**config.mk**
```make
export PLATFORM = sky130hd
export DESIGN_NAME = alu8_unit
export DESIGN_NICKNAME = d
export VERILOG_FILES = /design/src/rtl/alu8_pkg.sv /design/src/rtl/alu8_arith.sv /design/src/rtl/alu8_logic.sv /design/src/rtl/alu8_shift.sv /design/src/rtl/alu8_unit.sv
export SDC_FILE = /design/constraint.sdc
export NUM_CORES = 1
export LEC_CHECK = 0
export BUFFER_PORTS_ARGS = -buffer_cell sky130_fd_sc_hd__buf_2
export CORE_UTILIZATION = 50
export DETAILED_ROUTE_END_ITERATION = 8
export GPL_TIMING_DRIVEN = 0
export PLACE_DENSITY = 0.8
export SLEW_MARGIN = 20
export SYNTH_ARGS = -nofsm -noshare
export SYNTH_HDL_FRONTEND = slang
export SYNTH_SLANG_ARGS = --single-unit
export TNS_END_PERCENT = 30
```
**constraint.sdc**
```tcl
create_clock -name clk -period 7.2 [get_ports clk]
set_clock_uncertainty 0.1 [all_clocks]
set_input_delay 0.36 -clock clk [delete_from_list [all_inputs] [get_ports clk]]
set_output_delay 0.36 -clock clk [all_outputs]
set_load 0.02 [all_outputs]
```
**src/rtl/alu8_pkg.sv**
```systemverilog
package alu8_pkg;

    typedef enum logic [4:0] {
        OP_NOP  = 5'd0,
        OP_ADD  = 5'd1,
        OP_SUB  = 5'd2,
        OP_CMP  = 5'd3,
        OP_BIT  = 5'd4,
        OP_AND  = 5'd5,
        OP_OR   = 5'd6,
        OP_XOR  = 5'd7,
        OP_SHL  = 5'd8,
        OP_SHR  = 5'd9,
        OP_ROL  = 5'd10,
        OP_ROR  = 5'd11,
        OP_INC  = 5'd12,
        OP_DEC  = 5'd13,
        OP_PASS = 5'd14,
        OP_SETC = 5'd15,
        OP_CLRC = 5'd16,
        OP_SETD = 5'd17,
        OP_CLRD = 5'd18,
        OP_SETI = 5'd19,
        OP_CLRI = 5'd20,
        OP_CLRV = 5'd21
    } alu_op_e;

    localparam int FLAG_W = 8;
    localparam int FB_C   = 0;
    localparam int FB_Z   = 1;
    localparam int FB_I   = 2;
    localparam int FB_D   = 3;
    localparam int FB_V   = 6;
    localparam int FB_N   = 7;

endpackage

```
**src/rtl/alu8_arith.sv**
```systemverilog
module alu8_arith
    import alu8_pkg::*;
#(
    parameter int DW = 8
) (
    input  logic [4:0]        op_i,
    input  logic [DW-1:0]     a_i,
    input  logic [DW-1:0]     m_i,
    input  logic [FLAG_W-1:0] f_i,
    output logic [DW-1:0]     res_o,
    output logic [FLAG_W-1:0] f_o,
    output logic              wr_o,
    output logic              sel_o
);
    localparam int MSB = DW - 1;

    logic [DW-1:0] opnd;
    logic          cin;
    logic [DW:0]   sum;
    logic [DW-1:0] step;

    always_comb begin
        opnd = (op_i == OP_ADD) ? m_i : ~m_i;
        cin  = (op_i == OP_CMP) ? 1'b1 : f_i[FB_C];
        sum  = {1'b0, a_i} + {1'b0, opnd} + {{DW{1'b0}}, cin};
        step = (op_i == OP_INC) ? a_i + 1'b1 : a_i - 1'b1;

        res_o = a_i;
        f_o   = f_i;
        wr_o  = 1'b0;
        sel_o = 1'b0;
        case (op_i)
            OP_ADD, OP_SUB: begin
                res_o       = sum[MSB:0];
                f_o[FB_C]   = sum[DW];
                f_o[FB_V]   = (a_i[MSB] == opnd[MSB]) && (sum[MSB] != a_i[MSB]);
                f_o[FB_N]   = sum[MSB];
                f_o[FB_Z]   = (sum[MSB:0] == '0);
                wr_o        = 1'b1;
                sel_o       = 1'b1;
            end
            OP_CMP: begin
                f_o[FB_C]   = sum[DW];
                f_o[FB_N]   = sum[MSB];
                f_o[FB_Z]   = (sum[MSB:0] == '0);
                sel_o       = 1'b1;
            end
            OP_INC, OP_DEC: begin
                res_o       = step;
                f_o[FB_N]   = step[MSB];
                f_o[FB_Z]   = (step == '0);
                wr_o        = 1'b1;
                sel_o       = 1'b1;
            end
            default: ;
        endcase
    end
endmodule

```
**src/rtl/alu8_logic.sv**
```systemverilog
module alu8_logic
    import alu8_pkg::*;
#(
    parameter int DW = 8
) (
    input  logic [4:0]        op_i,
    input  logic [DW-1:0]     a_i,
    input  logic [DW-1:0]     m_i,
    input  logic [FLAG_W-1:0] f_i,
    output logic [DW-1:0]     res_o,
    output logic [FLAG_W-1:0] f_o,
    output logic              wr_o,
    output logic              sel_o
);
    localparam int MSB = DW - 1;

    logic [DW-1:0] val;

    always_comb begin
        case (op_i)
            OP_OR:   val = a_i | m_i;
            OP_XOR:  val = a_i ^ m_i;
            OP_PASS: val = m_i;
            default: val = a_i & m_i;
        endcase

        res_o = a_i;
        f_o   = f_i;
        wr_o  = 1'b0;
        sel_o = 1'b0;
        case (op_i)
            OP_AND, OP_OR, OP_XOR, OP_PASS: begin
                res_o     = val;
                f_o[FB_N] = val[MSB];
                f_o[FB_Z] = (val == '0);
                wr_o      = 1'b1;
                sel_o     = 1'b1;
            end
            OP_BIT: begin
                f_o[FB_Z] = (val == '0);
                f_o[FB_N] = m_i[MSB];
                f_o[FB_V] = m_i[MSB-1];
                sel_o     = 1'b1;
            end
            default: ;
        endcase
    end
endmodule

```
**src/rtl/alu8_shift.sv**
```systemverilog
module alu8_shift
    import alu8_pkg::*;
#(
    parameter int DW = 8
) (
    input  logic [4:0]        op_i,
    input  logic [DW-1:0]     a_i,
    input  logic [FLAG_W-1:0] f_i,
    output logic [DW-1:0]     res_o,
    output logic [FLAG_W-1:0] f_o,
    output logic              wr_o,
    output logic              sel_o
);
    localparam int MSB = DW - 1;

    logic          left;
    logic          fill;
    logic [DW-1:0] val;
    logic          out_bit;

    always_comb begin
        left    = (op_i == OP_SHL) || (op_i == OP_ROL);
        fill    = ((op_i == OP_ROL) || (op_i == OP_ROR)) ? f_i[FB_C] : 1'b0;
        val     = left ? {a_i[MSB-1:0], fill} : {fill, a_i[MSB:1]};
        out_bit = left ? a_i[MSB] : a_i[0];

        res_o = a_i;
        f_o   = f_i;
        wr_o  = 1'b0;
        sel_o = 1'b0;
        case (op_i)
            OP_SHL, OP_SHR, OP_ROL, OP_ROR: begin
                res_o     = val;
                f_o[FB_C] = out_bit;
                f_o[FB_N] = val[MSB];
                f_o[FB_Z] = (val == '0);
                wr_o      = 1'b1;
                sel_o     = 1'b1;
            end
            default: ;
        endcase
    end
endmodule

```
**src/rtl/alu8_unit.sv**
```systemverilog
module alu8_unit
    import alu8_pkg::*;
#(
    parameter int DW = 8
) (
    input  logic              clk,
    input  logic              rst_n,
    input  logic              in_valid,
    input  logic [4:0]        op_i,
    input  logic [DW-1:0]     reg_i,
    input  logic [DW-1:0]     mem_i,
    input  logic [FLAG_W-1:0] flags_i,
    output logic              out_valid,
    output logic [DW-1:0]     result_o,
    output logic [FLAG_W-1:0] flags_o,
    output logic              wr_en_o
);
    typedef struct packed {
        logic              vld;
        logic              wr;
        logic [DW-1:0]     res;
        logic [FLAG_W-1:0] flg;
    } stage_t;

    stage_t st_d, st_q;

    logic [DW-1:0]     ar_res, lg_res, sh_res;
    logic [FLAG_W-1:0] ar_f, lg_f, sh_f;
    logic              ar_wr, lg_wr, sh_wr;
    logic              ar_sel, lg_sel, sh_sel;

    alu8_arith #(.DW(DW)) u_arith (
        .op_i(op_i), .a_i(reg_i), .m_i(mem_i), .f_i(flags_i),
        .res_o(ar_res), .f_o(ar_f), .wr_o(ar_wr), .sel_o(ar_sel)
    );

    alu8_logic #(.DW(DW)) u_logic (
        .op_i(op_i), .a_i(reg_i), .m_i(mem_i), .f_i(flags_i),
        .res_o(lg_res), .f_o(lg_f), .wr_o(lg_wr), .sel_o(lg_sel)
    );

    alu8_shift #(.DW(DW)) u_shift (
        .op_i(op_i), .a_i(reg_i), .f_i(flags_i),
        .res_o(sh_res), .f_o(sh_f), .wr_o(sh_wr), .sel_o(sh_sel)
    );

    always_comb begin
        st_d.vld = in_valid;
        st_d.wr  = 1'b0;
        st_d.res = reg_i;
        st_d.flg = flags_i;
        if (ar_sel) begin
            st_d.wr = ar_wr; st_d.res = ar_res; st_d.flg = ar_f;
        end else if (lg_sel) begin
            st_d.wr = lg_wr; st_d.res = lg_res; st_d.flg = lg_f;
        end else if (sh_sel) begin
            st_d.wr = sh_wr; st_d.res = sh_res; st_d.flg = sh_f;
        end else begin
            case (op_i)
                OP_SETC: st_d.flg[FB_C] = 1'b1;
                OP_CLRC: st_d.flg[FB_C] = 1'b0;
                OP_SETD: st_d.flg[FB_D] = 1'b1;
                OP_CLRD: st_d.flg[FB_D] = 1'b0;
                OP_SETI: st_d.flg[FB_I] = 1'b1;
                OP_CLRI: st_d.flg[FB_I] = 1'b0;
                OP_CLRV: st_d.flg[FB_V] = 1'b0;
                default: ;
            endcase
        end
        st_d.wr = st_d.wr & in_valid;
    end

    always_ff @(posedge clk) begin
        if (!rst_n) st_q <= '0;
        else        st_q <= st_d;
    end

    assign out_valid = st_q.vld;
    assign result_o  = st_q.res;
    assign flags_o   = st_q.flg;
    assign wr_en_o   = st_q.wr;

    // carry out and result together equal the full sum
    assert_add_sum_R2: assert property (@(posedge clk) disable iff (!rst_n)
        (in_valid && op_i == OP_ADD) |=>
        ({flags_o[FB_C], result_o} == ({1'b0, $past(reg_i)} + {1'b0, $past(mem_i)}
                                      + {{DW{1'b0}}, $past(flags_i[FB_C])})));

    // compare never writes and keeps V
    assert_cmp_nowrite_R4: assert property (@(posedge clk) disable iff (!rst_n)
        (in_valid && op_i == OP_CMP) |=>
        (!wr_en_o && result_o == $past(reg_i) && flags_o[FB_V] == $past(flags_i[FB_V])));

    // rotate-left feeds the old carry into bit 0
    assert_rol_fill_R8: assert property (@(posedge clk) disable iff (!rst_n)
        (in_valid && op_i == OP_ROL) |=> (result_o[0] == $past(flags_i[FB_C])));

    // unused flag bits always pass through
    assert_spare_bits_R10: assert property (@(posedge clk) disable iff (!rst_n)
        in_valid |=> (flags_o[5:4] == $past(flags_i[5:4])));

    // set-carry changes only bit 0
    assert_setc_only_R9: assert property (@(posedge clk) disable iff (!rst_n)
        (in_valid && op_i == OP_SETC) |=> (flags_o == ($past(flags_i) | 8'h01)));

    // a write is only requested alongside a valid output
    assert_wr_needs_valid_R12: assert property (@(posedge clk) disable iff (!rst_n)
        wr_en_o |-> out_valid);

    // valid output is the delayed request
    assert_valid_delay_R12: assert property (@(posedge clk) disable iff (!rst_n)
        in_valid |=> out_valid);
endmodule

```
# Word-level counts from Yosys, hierarchy flattened
# Index checks and enable logic that the tools add are counted.
totals:
  ff_bits: 18
  latchBits: 0
  ram_bits: 0
  romBits: 0
  inputBits: 32
  out_inout_bits: 18
  word_cells: 86
  n_memories: 0
classes:
  addsub: 4
  multipliers: 0
  div: 0
  magnitude_cmp: 0
  eq_ne: 23
  shift: 0
  muxes: 35
  bitwise_logic: 5
  n_reduce_logical: 15
op_table:
  columns: ["op", "count"]
  rows:
  - ["5-bit by 4-bit equality test with 1-bit output, second input constant", 8]
  - ["8-bit two-way mux", 5]
  - ["17-bit two-way mux", 2]
  - ["8-bit zero test", 4]
  - ["5-bit equality test, second input constant", 6]
  - ["8-bit one-hot mux with 3 select lines", 1]
  - ["5-bit by 3-bit equality test with 1-bit output, second input constant", 4]
  - ["1-bit two-way mux", 17]
  - ["8-bit one-hot mux with 2 select lines", 1]
  - ["1-bit one-hot mux with 2 select lines", 6]
  - ["4-bit OR reduction", 3]
  - ["5-bit by 2-bit equality test with 1-bit output, second input constant", 2]
  - ["10-bit two-way mux", 1]
  - ["5-bit OR reduction", 2]
  - ["8-bit by 8-bit adder with 9-bit output", 1]
  - ["9-bit by 1-bit adder with 9-bit output", 1]
  - ["8-bit by 1-bit adder with 8-bit output, second input constant", 1]
  - ["8-bit bitwise AND", 1]
  - ["8-bit NOT", 1]
  - ["8-bit bitwise OR", 1]
  - ["8-bit by 1-bit subtractor with 8-bit output, second input constant", 1]
  - ["8-bit bitwise XOR", 1]
  - ["5-bit by 1-bit equality test with 1-bit output, second input constant", 1]
  - ["2-bit two-way mux", 2]
  - ["7 further kinds", 9]

# Logic depth before layout (Yosys ltp)
# Gate-level depths: netlist (run 1).
logic_depth:
  word_depth: 10
  depth_mapped: 15
  ltp_nobuf: 12

# Cells and area by module
# A second synthesis (run 1) with hierarchy kept.
hier_totals:
  cells_unflattened: 426
  hier_area_um2: 3306.9
modules_own_cells:
  columns: ["mod", "instances", "cells_each", "area_per_inst_um2", "seq_area_each_um2"]
  rows:
  - ["alu8_unit", 1, 113, 1053.5, 360.3]
  - ["alu8_arith", 1, 138, 1023.5, 0.0]
  - ["alu8_logic", 1, 127, 855.8, 0.0]
  - ["alu8_shift", 1, 48, 374.1, 0.0]

# Least setup slack after synthesis (run 1)
# No wires, ideal clock.
synth_path:
  path_type: "input to register"
  from: "in op_i[3]"
  to: "reg st_q (netlist bit flags_o[1])"
  setup_ps: 74
  arrival_ps: 3264
  t_required_ps: 7026
  setup_slack_ps: 3762
  cell_stages: 15
  path_buffers: 3
  cell_sequence: "buf_4 -> buf_2 -> buf_2 -> nor2_1 -> nand3_2 -> xnor2_1 -> fa_1 -> inv_1 -> fa_1 -> nor2b_1 -> o211ai_1 -> a21o_1 -> a2111oi_0 -> nand4_1 -> a31oi_1"
synth_via:
  elab_chain_cells: 9
  word_cells_on_any_way: 42
  cone_classes: "add/sub (2); eq/ne (14); mux (15); reduce/logical (11)"
synth_lines:
  columns: ["item", "line_no", "text"]
  rows:
  - ["start, declared", "alu8_unit.sv:9", "input logic [4:0] op_i,"]
  - ["parallel branches: the longest is 8 deep, another holds 8-bit by 8-bit adder with 9-bit output", null, null]
  - ["17-bit two-way mux *", "alu8_unit.sv:52", "if (ar_sel) begin"]
  - ["end signal, assigned", "alu8_unit.sv:75", "else st_q <= st_d;"]
  - ["end, declared", "alu8_unit.sv:25", "stage_t st_d, st_q;"]
# Mark *: on every way between the ends.
# A chain may end at the register's enable or synchronous reset.

# Worst setup path in the final report (run 1)
# Ends and elaborated chain as after synthesis.

==> metrics, run 1 <==
status=finished, final reports clean; Layout area overhead=14.3%; Data required, critical path=7.27 ns; worst min path class=input port to flip-flop; Hold Path Stages=2; Critical Path AT=around 4 ns; critical path capture point type=flip-flop; die area=5520 um^2; slowest cell on the critical path=a2111oi_0; H-tree lvl count=1; via count=slightly below 3000; max_slew headroom=0.530; CP max FO=10; Mean Syn Cell Area=between 7 and 8 um^2; CTS tree=yes; final wirelength=8.19 mm; pwr dens=between 100 and 150 nW/um^2; Nets=472; Seq/Total Area, Yosys=0.138; global-route usage over all layers=0.304; DRT Pass-1 Iters=5; largest net degree at the start of global routing=11; gpl congestion=1.01; drt initial violations=263; Initial Util=0.536; CP Class=input port to flip-flop; Num CTS Buffers=3; dominant synthesized flop cell=dfxtp_1; setup violators final=0; unrepaired setup endpoints after global routing=no; Tightest Pin Transition=around 0.7 ns; # IOs=50; clk sinks=18; most frequent cells in the layout=55 x buf_2, 33 x nand2_1, 31 x nor2_1, 30 x a21oi_1, 30 x ha_1; total grt overflow=0; vias in the first global route=2565; Max VDD drop=0.0000991 V; minimum clock period=4.04 ns; clock slew at reported path FFs=0.06 ns; Final Max Tran Viols=0; Fin. Hold Viols=0; initial antenna violation count=0; synthesized area=2620 um^2; critical path cell sequence=buf_2, buf_4, buf_2, buf_2, nor2_1, nand3_2, xnor2_1, fa_1, inv_1, fa_1, nor2b_1, o211ai_1, a21o_1, a2111oi_0, nand4_1, a31oi_1; Max clock buf depth=2; CTS Hold Buffers Added=0; post-CTS resize count=0; drt via density=6.22; Syn Inst Count=355; Setup Buffers After CTS=0; share of cells above drive strength 1=0.180; wire per inst=17.3 um; Hold Path End=flags_o[4]$_SDFF_PN0_; CTS root buf=clkbuf_8; first-pass GRT wire length=12.7 mm; row count=25; Total Neg Setup Slack=0 ns; DRC Markers=0; I/O Buffers=47; core region area=4880 um^2; static leakage=1.30 nW; Die X=approximately 74 um; net count after synthesis=420; most frequent CP cell=buf_2; CP Launch Type=input port; EDFF count, synth=0; max incr delay on CP=about 0.60 ns; Pwr Total=0.000370 W; CP top delay family=compound AO/OA/AOI/OAI gates; fin crit share=0.561; Buf/Inv on CP=5; Die Ht=74.3 um; synth warn=0; Distinct cells, synth=63; worst hold start=flags_i[4]; antenna cells=0; post-DP HPWL=6.52 mm; Routed Antenna Nets=0; Async SR Flop Fraction=0; FF+latch count, synth=18; commonest non-fill, non-tap cell in the layout=buf_2; fmax=0.247 GHz; Max Cap Viol=0
-- per-layer routing --
| layer | global-route usage | wire length, um | vias up |
|---|---|---|---|
| met1 | 0.416 | 3560 | 1370 |
| met2 | 0.500 | 3720 | 150 |
| met5 | 0 | 0 | - |
| met3 | 0.0298 | 672 | 21 |
| met4 | 0.105 | 241 | 0 |
| li1 | - | - | 1399 |
-- metrics by stage --
stage / instance area, um^2 / std cells / hold WS (ns) / util / worst slack (ns)
final: 2990 / 473 / 0.225 / 0.613 / 3.16
after global placement: 2930 / 469 / 0.470 / 0.601 / 3.05
after global routing: 2990 / 473 / 0.232 / 0.613 / 2.94
after detailed placement: 2930 / 469 / 0.479 / 0.601 / 3.03
after floorplan: 2620 / 355 / 0.387 / - / 3.76
after CTS: 2990 / 473 / 0.224 / 0.613 / 3.27
-- sequential cells by signal, summed over array words and instances, names as in the netlist --
signal / flops
flags_o: 8
result_o: 8
wr_en_o: 1
out_valid: 1
-- synthesized netlist by cell type, drive strengths merged, types with 3 or more instances --
cell	n	area (um^2)
ha	30	375
o22ai	4	25.0
nand3	6	35.0
a31oi	5	31.3
o21ai	24	120
nor2b	9	56.3
a21oi	30	150
nor3b	4	40.0
o221ai	4	35.0
xor2	7	61.3
fa	3	60.1
nand2	33	124
a2111oi	3	33.8
o31a	4	35.0
o211ai	5	37.5
nand4	5	31.3
o21bai	3	22.5
nor3	8	45.0
xnor2	13	114
a211oi	4	30.0
and2	5	31.3
or2	4	25.0
inv	22	82.6
dfxtp	18	360
nand2b	9	56.3
buf	13	73.8
mux2i	5	50.1
a22oi	4	35.0
a221oi	5	43.8
clkbuf	5	18.8
nor2	31	116
-- cells by family (layout without fill, tap and decap cells) --
group,after synthesis,count (layout),share of synthesized area
compound gates,114,114,0.294
simple gates,124,124,0.247
flops,18,18,0.138
buf+inv,41,92,0.0684
xor+xnor,20,20,0.0670
mux,5,5,0.0191
fa+ha+maj,33,33,0.167
-- report_power, final --
group          switching (W)  internal [W]
Sequential        0.00000159      0.000107
Clock              0.0000298     0.0000485
Combinational       0.000114     0.0000690
-- how the worst max path moves through the flow --
| stage | startpoint | end | slack [ns] | depth (start not counted) |
|---|---|---|---|---|
| finish | op_i[3] | flags_o[1]$_SDFF_PN0_ | 3.16 | 16 |
| global route | op_i[3] | flags_o[1]$_SDFF_PN0_ | 2.94 | 16 |
| CTS | op_i[3] | flags_o[1]$_SDFF_PN0_ | 3.27 | 16 |
| detailed placement | op_i[3] | flags_o[1]$_SDFF_PN0_ | 3.03 | 16 |
| global placement | op_i[3] | flags_o[1]$_SDFF_PN0_ | 3.05 | 16 |
| floorplan | op_i[3] | flags_o[1]$_SDFF_PN0_ | 3.76 | 15 |
-- cell type report --
cell class / count / area, um^2
Fill cell: 488 / 1890
Buffer: 18 / 92.6
Timing Repair Buffer: 47 / 235
Tap cell: 67 / 83.8
Multi-Input combinational cell: 296 / 2080
Sequential cell: 18 / 360
Inverter: 23 / 86.3
Clock buffer: 4 / 55.1
No activity file was read; power rests on OpenSTA's default activity.
==> run 2, diff against run 1 <==
Clock period 7.2 ns to 4.05 ns, I/O delays scaled along.
==> metrics, run 2 (synthesis gave the netlist of run 1 again) <==
wire per inst=17.3 um; Max VDD drop=0.000176 V; CP Class=input port to flip-flop; die area=~5500 um^2; DRT Pass-1 Iters=5; Tightest Pin Transition=0.682 ns; total grt overflow=0; global-route usage over all layers=0.304; Num CTS Buffers=3; Die X=74.3 um; vias in the first global route=2565; Max Cap Viol=0; fmax=0.263 GHz; status=finished, final reports clean; area of the multi-input gates=2080 um^2; H-tree lvl count=1; # fillers=487; pwr dens=220 nW/um^2; Routed Antenna Nets=0; Total Neg Setup Slack=0 ns; Fin. Hold Viols=0; minimum clock period=3.80 ns; clock slew at reported path FFs=around 0.060 ns; Final Max Tran Viols=0; Nets=472; via count=between 2000 and 3000; # IOs=50; post-layout util=0.613; antenna cells=0; Initial Util=0.536; Die Ht=approximately 74 um; static leakage=around 1.3 nW; Max clock buf depth=2; first-pass GRT wire length=12.7 mm; commonest non-fill, non-tap cell in the layout=buf_2; Critical Path AT=a little under 4 ns; share of cells above drive strength 1=0.180; drt initial violations=288; fin crit share=0.937; largest net degree at the start of global routing=11; critical path capture point type=flip-flop; CTS root buf=clkbuf_8; worst hold start=flags_i[4]; crit path from=op_i[3]; DRC Markers=0; gpl congestion=1.01; clk sinks=18; CP Launch Type=input port; most frequent cells in the layout=55 x buf_2, 33 x nand2_1, 31 x nor2_1, 30 x a21oi_1, 30 x ha_1; row count=25; Layout area overhead=14.4%; CTS tree=yes; Placed Instances=roughly 470; drt via density=6.29; unrepaired setup endpoints after global routing=no; max_slew headroom=0.542; area occupied by registers=360 um^2; non-filler cells, final=473; core region area=~4900 um^2; Data required, critical path=slightly above 4 ns; final wirelength=8.19 mm; CP max FO=10; I/O Buffers=47; worst min path class=input port to flip-flop; post-DP HPWL=6.52 mm; initial antenna violation count=0; setup violators final=0
[run 2: cell counts in the layout (fill, tap and decap cells not counted)]
Identical to the previous run, type by type.
[run 2: stage by stage]
step / area [um^2] / setup slack (ns) / total power, W / hold slack [ns]
final: 2990 / 0.254 / 0.000658 / 0.0680
after global routing: 2990 / 0.0527 / 0.000698 / 0.0744
after CTS: 2990 / 0.279 / 0.000653 / 0.0668
after detailed placement: 2930 / 0.0351 / 0.000514 / 0.322
after global placement: 2930 / 0.0606 / 0.000508 / 0.313
after floorplan: 2620 / 0.769 / 0.000417 / 0.230
[run 2: per-layer routing]
layer / wire [um] / part of all wire / GRT usage / vias to the layer above
met5: 0 / 0 / 0 / -
met4: 255 / 0.031 / 0.105 / 0
met3: 630 / 0.077 / 0.0298 / 22
met2: 3720 / 0.45 / 0.500 / 161
met1: 3590 / 0.44 / 0.416 / 1391
li1: - / - / - / 1399
[run 2: final cells by class]
class / count / area share
multi-input combinational: 296 / 0.695
sequential: 18 / 0.121
timing repair buffer: 47 / 0.0787
buffer: 18 / 0.0310
inverter: 23 / 0.0289
tap: 67 / 0.0280
clock buffer: 4 / 0.0184
[run 2: where the power goes]
part,leakage (nW),internal [W],switching (W)
registers,0.150,0.000191,0.00000284
logic,1.12,0.000123,0.000202
clock network,0.0288,0.0000862,0.0000528
total,1.30,0.000400,0.000258
[run 2: path summary, 6_finish.rpt]
check                                    to  slack [ns]  cells after the start
worst max-delay path  flags_o[1]$_SDFF_PN0_        0.25                     16
worst min-delay path  flags_o[4]$_SDFF_PN0_        0.07                      2
[run 2: repair_timing]
action / CTS / global route
endpoints found under the setup margin: 0 / 1
resized for setup: 0 / 1
buffers inserted: 0 / 0
hold buffers: 0 / 0
[run 2: worst max-delay path, cell delays in order]
cell and delay (ns):
buf_2 0.11, buf_4 0.16, buf_2 0.19, buf_2 0.21, nor2_1 0.27, nand3_2 0.32
xnor2_1 0.29, fa_1 0.24, inv_1 0.06, fa_1 0.41, nor2b_1 0.17, o211ai_1 0.15
a21o_1 0.21, a2111oi_1 0.50, nand4_1 0.15, a31oi_1 0.21
